$ cat src/rtl/bank_seq.sv
module bank_seq #(
  parameter int ROW_W  = 14,
  parameter int COL_W  = 10,
  parameter int DLY_W  = 4,
  parameter int RINT_W = 16
) (
  input  logic              clk,
  input  logic              rst_n,
  input  logic              cfg_closed,
  input  logic [DLY_W-1:0]  cfg_trcd,
  input  logic [DLY_W-1:0]  cfg_trp,
  input  logic [DLY_W-1:0]  cfg_tcl,
  input  logic [DLY_W-1:0]  cfg_trfc,
  input  logic [RINT_W-1:0] cfg_ref_int,
  input  logic              ref_req,
  input  logic              req_valid,
  output logic              req_ready,
  input  logic [ROW_W-1:0]  req_row,
  input  logic [COL_W-1:0]  req_col,
  input  logic              req_we,
  output logic              busy,
  output logic              cls_valid,
  output logic [1:0]        cls,
  output logic              ref_pend,
  output logic              cmd_valid,
  output logic [2:0]        cmd_op,
  output logic [ROW_W-1:0]  cmd_row,
  output logic [COL_W-1:0]  cmd_col
);
  typedef enum logic [2:0] {S_IDLE, S_PRE, S_ACT, S_CAS, S_REF, S_WAIT} st_t;

  st_t              state, pre_next, wnext, tgt;
  logic [DLY_W-1:0] cnt, dly;
  logic             open_q, we_q;
  logic [ROW_W-1:0] open_row, row_q;
  logic [COL_W-1:0] col_q;
  logic [RINT_W-1:0] ref_cnt;
  logic             ref_tick, hit;

  assign busy      = state != S_IDLE;
  assign req_ready = !busy && !ref_pend;
  assign hit       = open_q && open_row == req_row;
  assign cls_valid = req_valid && req_ready;
  assign cls       = hit ? 2'd1 : (open_q ? 2'd3 : 2'd2);
  assign cmd_valid = state inside {S_PRE, S_ACT, S_CAS, S_REF};
  assign cmd_row   = row_q;
  assign cmd_col   = col_q;
  assign ref_tick  = cfg_ref_int != '0 && ref_cnt == cfg_ref_int - RINT_W'(1);

  always_comb begin
    case (state)
      S_PRE:   cmd_op = 3'd4;
      S_ACT:   cmd_op = 3'd1;
      S_CAS:   cmd_op = we_q ? 3'd3 : 3'd2;
      S_REF:   cmd_op = 3'd5;
      default: cmd_op = 3'd0;
    endcase
  end

  always_comb begin
    dly = '0;
    tgt = S_IDLE;
    case (state)
      S_PRE: begin dly = cfg_trp;  tgt = pre_next; end
      S_ACT: begin dly = cfg_trcd; tgt = S_CAS; end
      S_CAS: begin dly = cfg_tcl;  tgt = cfg_closed ? S_PRE : S_IDLE; end
      S_REF: begin dly = cfg_trfc; tgt = S_IDLE; end
      default: ;
    endcase
  end

  always_ff @(posedge clk) begin
    if (!rst_n) begin
      ref_cnt  <= '0;
      ref_pend <= 1'b0;
    end else begin
      ref_cnt  <= (cfg_ref_int == '0 || ref_tick) ? '0 : ref_cnt + RINT_W'(1);
      ref_pend <= ref_req || ref_tick || (ref_pend && state != S_REF);
    end
  end

  always_ff @(posedge clk) begin
    if (!rst_n) begin
      state    <= S_IDLE;
      pre_next <= S_IDLE;
      wnext    <= S_IDLE;
      cnt      <= '0;
      open_q   <= 1'b0;
      open_row <= '0;
      row_q    <= '0;
      col_q    <= '0;
      we_q     <= 1'b0;
    end else begin
      case (state)
        S_IDLE: begin
          if (ref_pend) begin
            state    <= open_q ? S_PRE : S_REF;
            pre_next <= S_REF;
          end else if (req_valid) begin
            row_q    <= req_row;
            col_q    <= req_col;
            we_q     <= req_we;
            pre_next <= S_ACT;
            state    <= hit ? S_CAS : (open_q ? S_PRE : S_ACT);
          end
        end
        S_WAIT: begin
          cnt <= cnt - DLY_W'(1);
          if (cnt == DLY_W'(1)) state <= wnext;
        end
        default: begin
          if (state == S_PRE) open_q <= 1'b0;
          if (state == S_ACT) begin
            open_q   <= 1'b1;
            open_row <= row_q;
          end
          if (state == S_CAS) pre_next <= S_IDLE;
          if (dly == '0) state <= tgt;
          else begin
            state <= S_WAIT;
            cnt   <= dly;
            wnext <= tgt;
          end
        end
      endcase
    end
  end
endmodule

$ cat config.mk
export PLATFORM = sky130hd
export DESIGN_NAME = bank_seq
export DESIGN_NICKNAME = d
export VERILOG_FILES = /design/src/rtl/bank_seq.sv
export SDC_FILE = /design/constraint.sdc
export NUM_CORES = 1
export LEC_CHECK = 0
export BUFFER_PORTS_ARGS = -buffer_cell sky130_fd_sc_hd__clkbuf_2
export CORE_UTILIZATION = 41
export DETAILED_ROUTE_END_ITERATION = 8
export PLACE_DENSITY = 0.63
export SETUP_SLACK_MARGIN = 0.15
export SYNTH_ARGS = -nofsm -noshare
export SYNTH_HDL_FRONTEND = slang
export SYNTH_SLANG_ARGS = --single-unit
$ cat constraint.sdc
create_clock -name clk -period 2.3 [get_ports clk]
set_input_delay 0.115 -clock clk [delete_from_list [all_inputs] [get_ports clk]]
set_output_delay 0.115 -clock clk [all_outputs]
set_load 0.01 [all_outputs]
== After elaboration in Yosys (flattened, before gate mapping) ==
Index checks and enable logic that the tools add are counted.

* Add/sub/neg operators: 3
* Eq/ne operators: 12
* Multiplexer cells: 23
* Bitwise operators: 6
* Reduce and logical (&&, ||, !) cells: 27

{| class="wikitable"
|+ Operators with widths
! operator !! number
|-
| $mux 3 || 8
|-
| $add 16x1->16 const B || 1
|-
| $eq 16x16->1 || 1
|-
| $logic_not 16->1 || 1
|-
| $pmux 4 s4 || 1
|-
| $reduce_bool 16->1 || 1
|-
| $sub 16x1->16 const B || 1
|-
| $eq 14x14->1 || 1
|-
| $pmux 3 s2 || 2
|-
| $pmux 3 s4 || 1
|-
| $reduce_and 2->1 || 5
|-
| $pmux 3 s3 || 1
|-
| $pmux 4 s2 || 1
|-
| $eq 3x2->1 const B || 2
|-
| $eq 3x3->1 const B || 2
|-
| $mux 2 || 3
|-
| $ne 3x3->1 const B || 2
|-
| $not 1->1 || 6
|-
| $reduce_and 3->1 || 2
|-
| $logic_and 1x1->1 || 5
|-
| $mux 1 || 5
|-
| $eq 4x1->1 const B || 1
|-
| $logic_not 4->1 || 1
|-
| $mux 4 || 1
|-
| other kinds (11) || 16
|}

* Register bits after elaboration: 70
* Input bits: 62
* Output and inout port bits: 34

== Longest topological paths before layout ==
* Depth after elaboration: 6
* Mapped depth: 10
* Mapped depth without buffers: 8

== Worst setup path after synthesis ==
Ideal clock, no wire load.

* Path kind: input -> register
* Start: input port cfg_ref_int[0]
* End: register ref_cnt[14]
* Arrival: 2339 ps
* Data required time: 2168 ps
* Setup slack: -171 ps
* Stages on the path: 10
* Path through: clkbuf_1 -> inv_1 -> ha_1 -> or3b_2 -> or4_1 -> a21oi_1 -> nor3_1 -> a2111oi_4 -> buf_6 -> nor3_1

* Longest elaborated chain between the ends: 5

{| class="wikitable"
|+ Ends and longest elaborated chain
! what !! line !! text
|-
| start, declared || 14 || <nowiki>input logic [RINT_W-1:0] cfg_ref_int,</nowiki>
|-
| $sub 16x1->16 || 48 || <nowiki>assign ref_tick = cfg_ref_int != '0 && ref_cnt == cfg_ref_int - RINT_W'(1);</nowiki>
|-
| $eq 16x16->1 || 48 ||
|-
| $logic_and 1x1->1 || 48 ||
|-
| $logic_or 1x1->1 * || 77 || <nowiki>ref_cnt <= (cfg_ref_int == '0 || ref_tick) ? '0 : ref_cnt + RINT_W'(1);</nowiki>
|-
| $reduce_or 2->1 (no line) * || -- ||
|-
| end signal, assigned || 77 ||
|-
| end, declared || 37 || <nowiki>logic [RINT_W-1:0] ref_cnt;</nowiki>
|}

Mark *: on every way between the ends. The rest lies on a longest branch, timed or not.
A chain may end at the register's enable or synchronous reset.

== Final worst setup path ==
* Start: input port cfg_ref_int[3]
* End: register ref_cnt[14]

The elaborated chain is that of the path after synthesis.

==> summary.txt <==
Timing
  – Relative slew margins: 0.2830
  – Fmax: 477.8 MHz
  – Final Setup Violations: 0
  – Fin Setup TNS: 0 ns
  – Max-slew violation count: 0
  – Slew @ Worst Pin: between 1 and 1.5 ns
  – Clock skew: around 0.013 ns
  – Post-layout min period: between 2 and 2.5 ns
  – RSZ-0062 raised after global routing: true
  – Crit share post-route: 0.9099
  – Final Hold Fails: 0

Synth
  – Syn nets: approximately 560
  – Yosys warns: 0
  – Post-synth top area share: 0.3603
  – Yosys top cell by area: dfxtp_1
  – Ys async rst share: 0
  – Netlist cell types: 60
  – Cell with the most instances after synthesis: nand2_1
  – Post-synth EDFFs: 0
  – Post-synthesis sequential area ratio: 0.3603
  – Commonest cells post-synth: 99 x nand2_1, 69 x dfxtp_1, 60 x a21oi_1, 25 x nor3_1, 24 x nor2_1
  – Main synth FF type: dfxtp_1
  – Mapped Area: between 3000 and 4000 um2
  – #FFs+latches synth: 69
  – Synth top area cells: dfxtp_1 36%, nand2_1 9.7%, a21oi_1 7.8%
  – Avg Inst Size Synth: about 7.7 um2
  – Cells after synthesis: around 500

Worst setup path
  – CP startpoint: cfg_ref_int[3]
  – Critical Path Start Type: input port
  – R2R cell count: 8
  – Critical path data required time: about 2.5 ns
  – CP Cell Sequence: buf_4 > or4_4 > or4_4 > a21oi_4 > nor3_4 > a2111oi_4 > buf_4 > clkbuf_16 > nor3_1
  – RR Endpoint: ref_cnt[14]$_SDFF_PP0_
  – R2R Setup Slk: between 0.2 and 0.25 ns
  – Crit path to: ref_cnt[14]$_SDFF_PP0_
  – Setup Crit Path Kind: in2reg
  – Max FO, Critical Path: 8
  – Crit-path slowest cell: or4_4
  – Crit. End Element: flip-flop
  – CP peak stage delay: around 0.57 ns
  – Worst R2R Start: ref_cnt[12]$_SDFF_PP0_
  – Worst EP arrival: around 2.3 ns

Clock network
  – Clk slew on worst S/H paths: approximately 0.08 ns
  – H-tree Lvls: 3
  – Root Driver: clkbuf_8
  – Num Clock Sinks: 69
  – Worst skew pair latency: roughly 0.35 ns
  – Number of buffers created by CTS: 9
  – CTS tree: yes
  – Largest buffer count on any clock path: 2

Drt
  – Pre-antenna DRT Iters: 4
  – Vias per cell: ~5.3
  – Iter 0 DRT Violations: approximately 130
  – Vias: just under 4k
  – Routed wire per std cell: approximately 14 um
  – Total Wirelength: roughly 11000 um
  – DRC violations left: 0
  – Routed Antenna Nets: 0

Floorplan
  – Placeable Area: around 9000 um2
  – Die Height: 98.70 um
  – Initial Util: 0.4312
  – I/O pin count: 96
  – Die area: just under 10000 um2
  – Die X: 98.70 um
  – Cell row count: 34

Place
  – Number of port buffers: 95
  – Dpl hpwl: between 7000 and 8000 um
  – Placed cells: 699
  – Gp weighted congestion: 0.8530

GRT
  – First-pass GRT wire length: between 15000 and 20000 um
  – GRT Overall Usage: 0.2204
  – Vias in the first global route: 3752
  – Grt ovf: 0
  – Initial antenna violation count: 0
  – Largest net degree at the start of global routing: 52

Power and ir drop
  – Flop pwr share: 0.345
  – Pwr/cell area: roughly 830 nW/um2
  – Combinational power share: 0.395
  – Net Sw Frac: 0.3684
  – Sw Pwr: around 1.6 mW
  – Maximum vdd drop: ~0.00036 V
  – Int Pwr: between 2 and 3 mW
  – Clk pwr share: 0.260
  – Static Leak: ~2.1 nW

Outcome
  – Status: complete, no violations

Layout
  – Layout area overhead: 34.33%
  – Non-Filler Instances: 739
  – Nets: approximately 700
  – Layout cell share with drive strength beyond 1: 0.2837
  – Diode count: 0

Run
  – Total of max-cap violations: 0

Min path
  – Tightest Hold Check Type: in2reg
[layout make-up]
cell class	count	area, um2
fill	840	3741
multi-input combinational	380	2372
sequential	69	1398
timing repair buffer	146	944.7
tap	108	135.1
clock buffer	10	127.6
clock inverter	6	93.84
inverter	20	78.83
[critical path, delay by kind of cell]
| kind | cells | cell delay [ns] |
|---|---|---|
| and+or+nand+nor | 4 | 1.22 |
| buffers and inverters | 3 | 0.46 |
| AOI/OAI and AO/OA | 2 | 0.53 |
[sequential cells by signal, indices dropped and copies added (netlist names)]
signal and flops:
state 3, open_row 14, open_q 1, we_q 1, ref_cnt 16, ref_pend 1
cnt 4, wnext 3, cmd_col 10, pre_next 2, cmd_row 14
[cell usage in the layout, fill, tap and decap left out, types with 2 or more instances in the layout]
cell,n
nand2_1,99
a31oi_1,3
a221oi_2,3
ha_1,3
and3_1,6
o21ai_0,10
clkbuf_8,9
mux2_2,4
nand2b_1,4
and2_1,4
nor4_1,8
nor2b_1,8
buf_4,31
and4_1,3
inv_6,2
nor3b_1,2
nand4_1,8
o22ai_1,3
inv_1,16
dfxtp_2,4
mux2i_1,3
dfxtp_1,62
xor2_1,21
bufinv_16,2
a21oi_1,58
o211ai_1,4
clkbuf_2,92
nor3_1,24
a21o_1,3
or4_4,2
xnor2_1,22
nor2_1,24
dlygate4sd3_1,19
a21oi_4,2
nor4bb_1,3
dfxtp_4,3
nand3_1,10
a221oi_1,2
a31o_2,2
[logic make-up (layout without fill, tap and decap cells)]
| family | count (synthesis) | after routing | share of synthesized area |
|---|---|---|---|
| AO/OA/AOI/OAI | 103 | 103 | 0.1668 |
| AND/OR/NAND/NOR | 220 | 220 | 0.2836 |
| flip-flops | 69 | 69 | 0.3603 |
| adder cells (fa/ha/maj) | 4 | 4 | 0.01306 |
| buffers and inverters | 46 | 182 | 0.04797 |
| multiplexers | 7 | 7 | 0.01958 |
| XOR/XNOR | 46 | 46 | 0.1087 |
[power by group through the flow]
stage | combinational (mW) | sequential [mW] | clock (mW)
detailed placement | 1.61 | 1.50 | 0
global route | 1.87 | 1.50 | 1.19
global placement | 1.57 | 1.50 | 0
CTS | 1.64 | 1.48 | 1.14
finish | 1.69 | 1.48 | 1.11
floorplan | 1.03 | 1.48 | 0
[layer usage]
metal  vias to the layer above  share of wire  GRT usage
li1                       1981              -          -
met1                      1835           0.46     0.2751
met2                        90           0.49     0.3841
met3                        17          0.044    0.05106
met4                         0          0.011    0.05511
met5                         -              0          0
[worst min-delay path by stage]
stage	start	endpoint	slack, ns	depth (start not counted)
2_1_floorplan	req_we	we_q$_SDFFE_PN0P_	0.25	2
3_3_place_gp	req_col[4]	cmd_col[4]$_SDFFE_PN0P_	0.34	3
3_5_place_dp	req_col[3]	cmd_col[3]$_SDFFE_PN0P_	0.34	3
4_1_cts	req_row[6]	cmd_row[6]$_SDFFE_PN0P_	0.001	3
5_1_grt	req_row[1]	cmd_row[1]$_SDFFE_PN0P_	0.01	3
6_report	req_row[1]	cmd_row[1]$_SDFFE_PN0P_	0.01	3
[repair_timing]
action / in CTS / in global routing
endpoints found under the setup margin: 27 / 20
endpoints found under the hold margin: 19 / 0
hold buffers: 19 / 0
pin swaps: 3 / 12
resized for setup: 9 / 25
cloned: 1 / 0
setup buffers: 2 / 2
[per-stage QoR]
stage	hold WS (ns)	area [um2]	util	power [mW]	setup WS, ns
final	0.01137	5150	0.5792	4.274	0.2072
after global routing	0.01388	5150	0.5792	4.554	0.1335
after CTS	0.001387	5060	0.5691	4.254	0.1531
after detailed placement	0.3441	4581	0.5152	3.107	0.05426
after global placement	0.3390	4581	0.5152	3.068	0.1015
after floorplan	0.2510	3885	-	2.508	0.03085
Note: power is estimated with default switching activity, not from simulation.
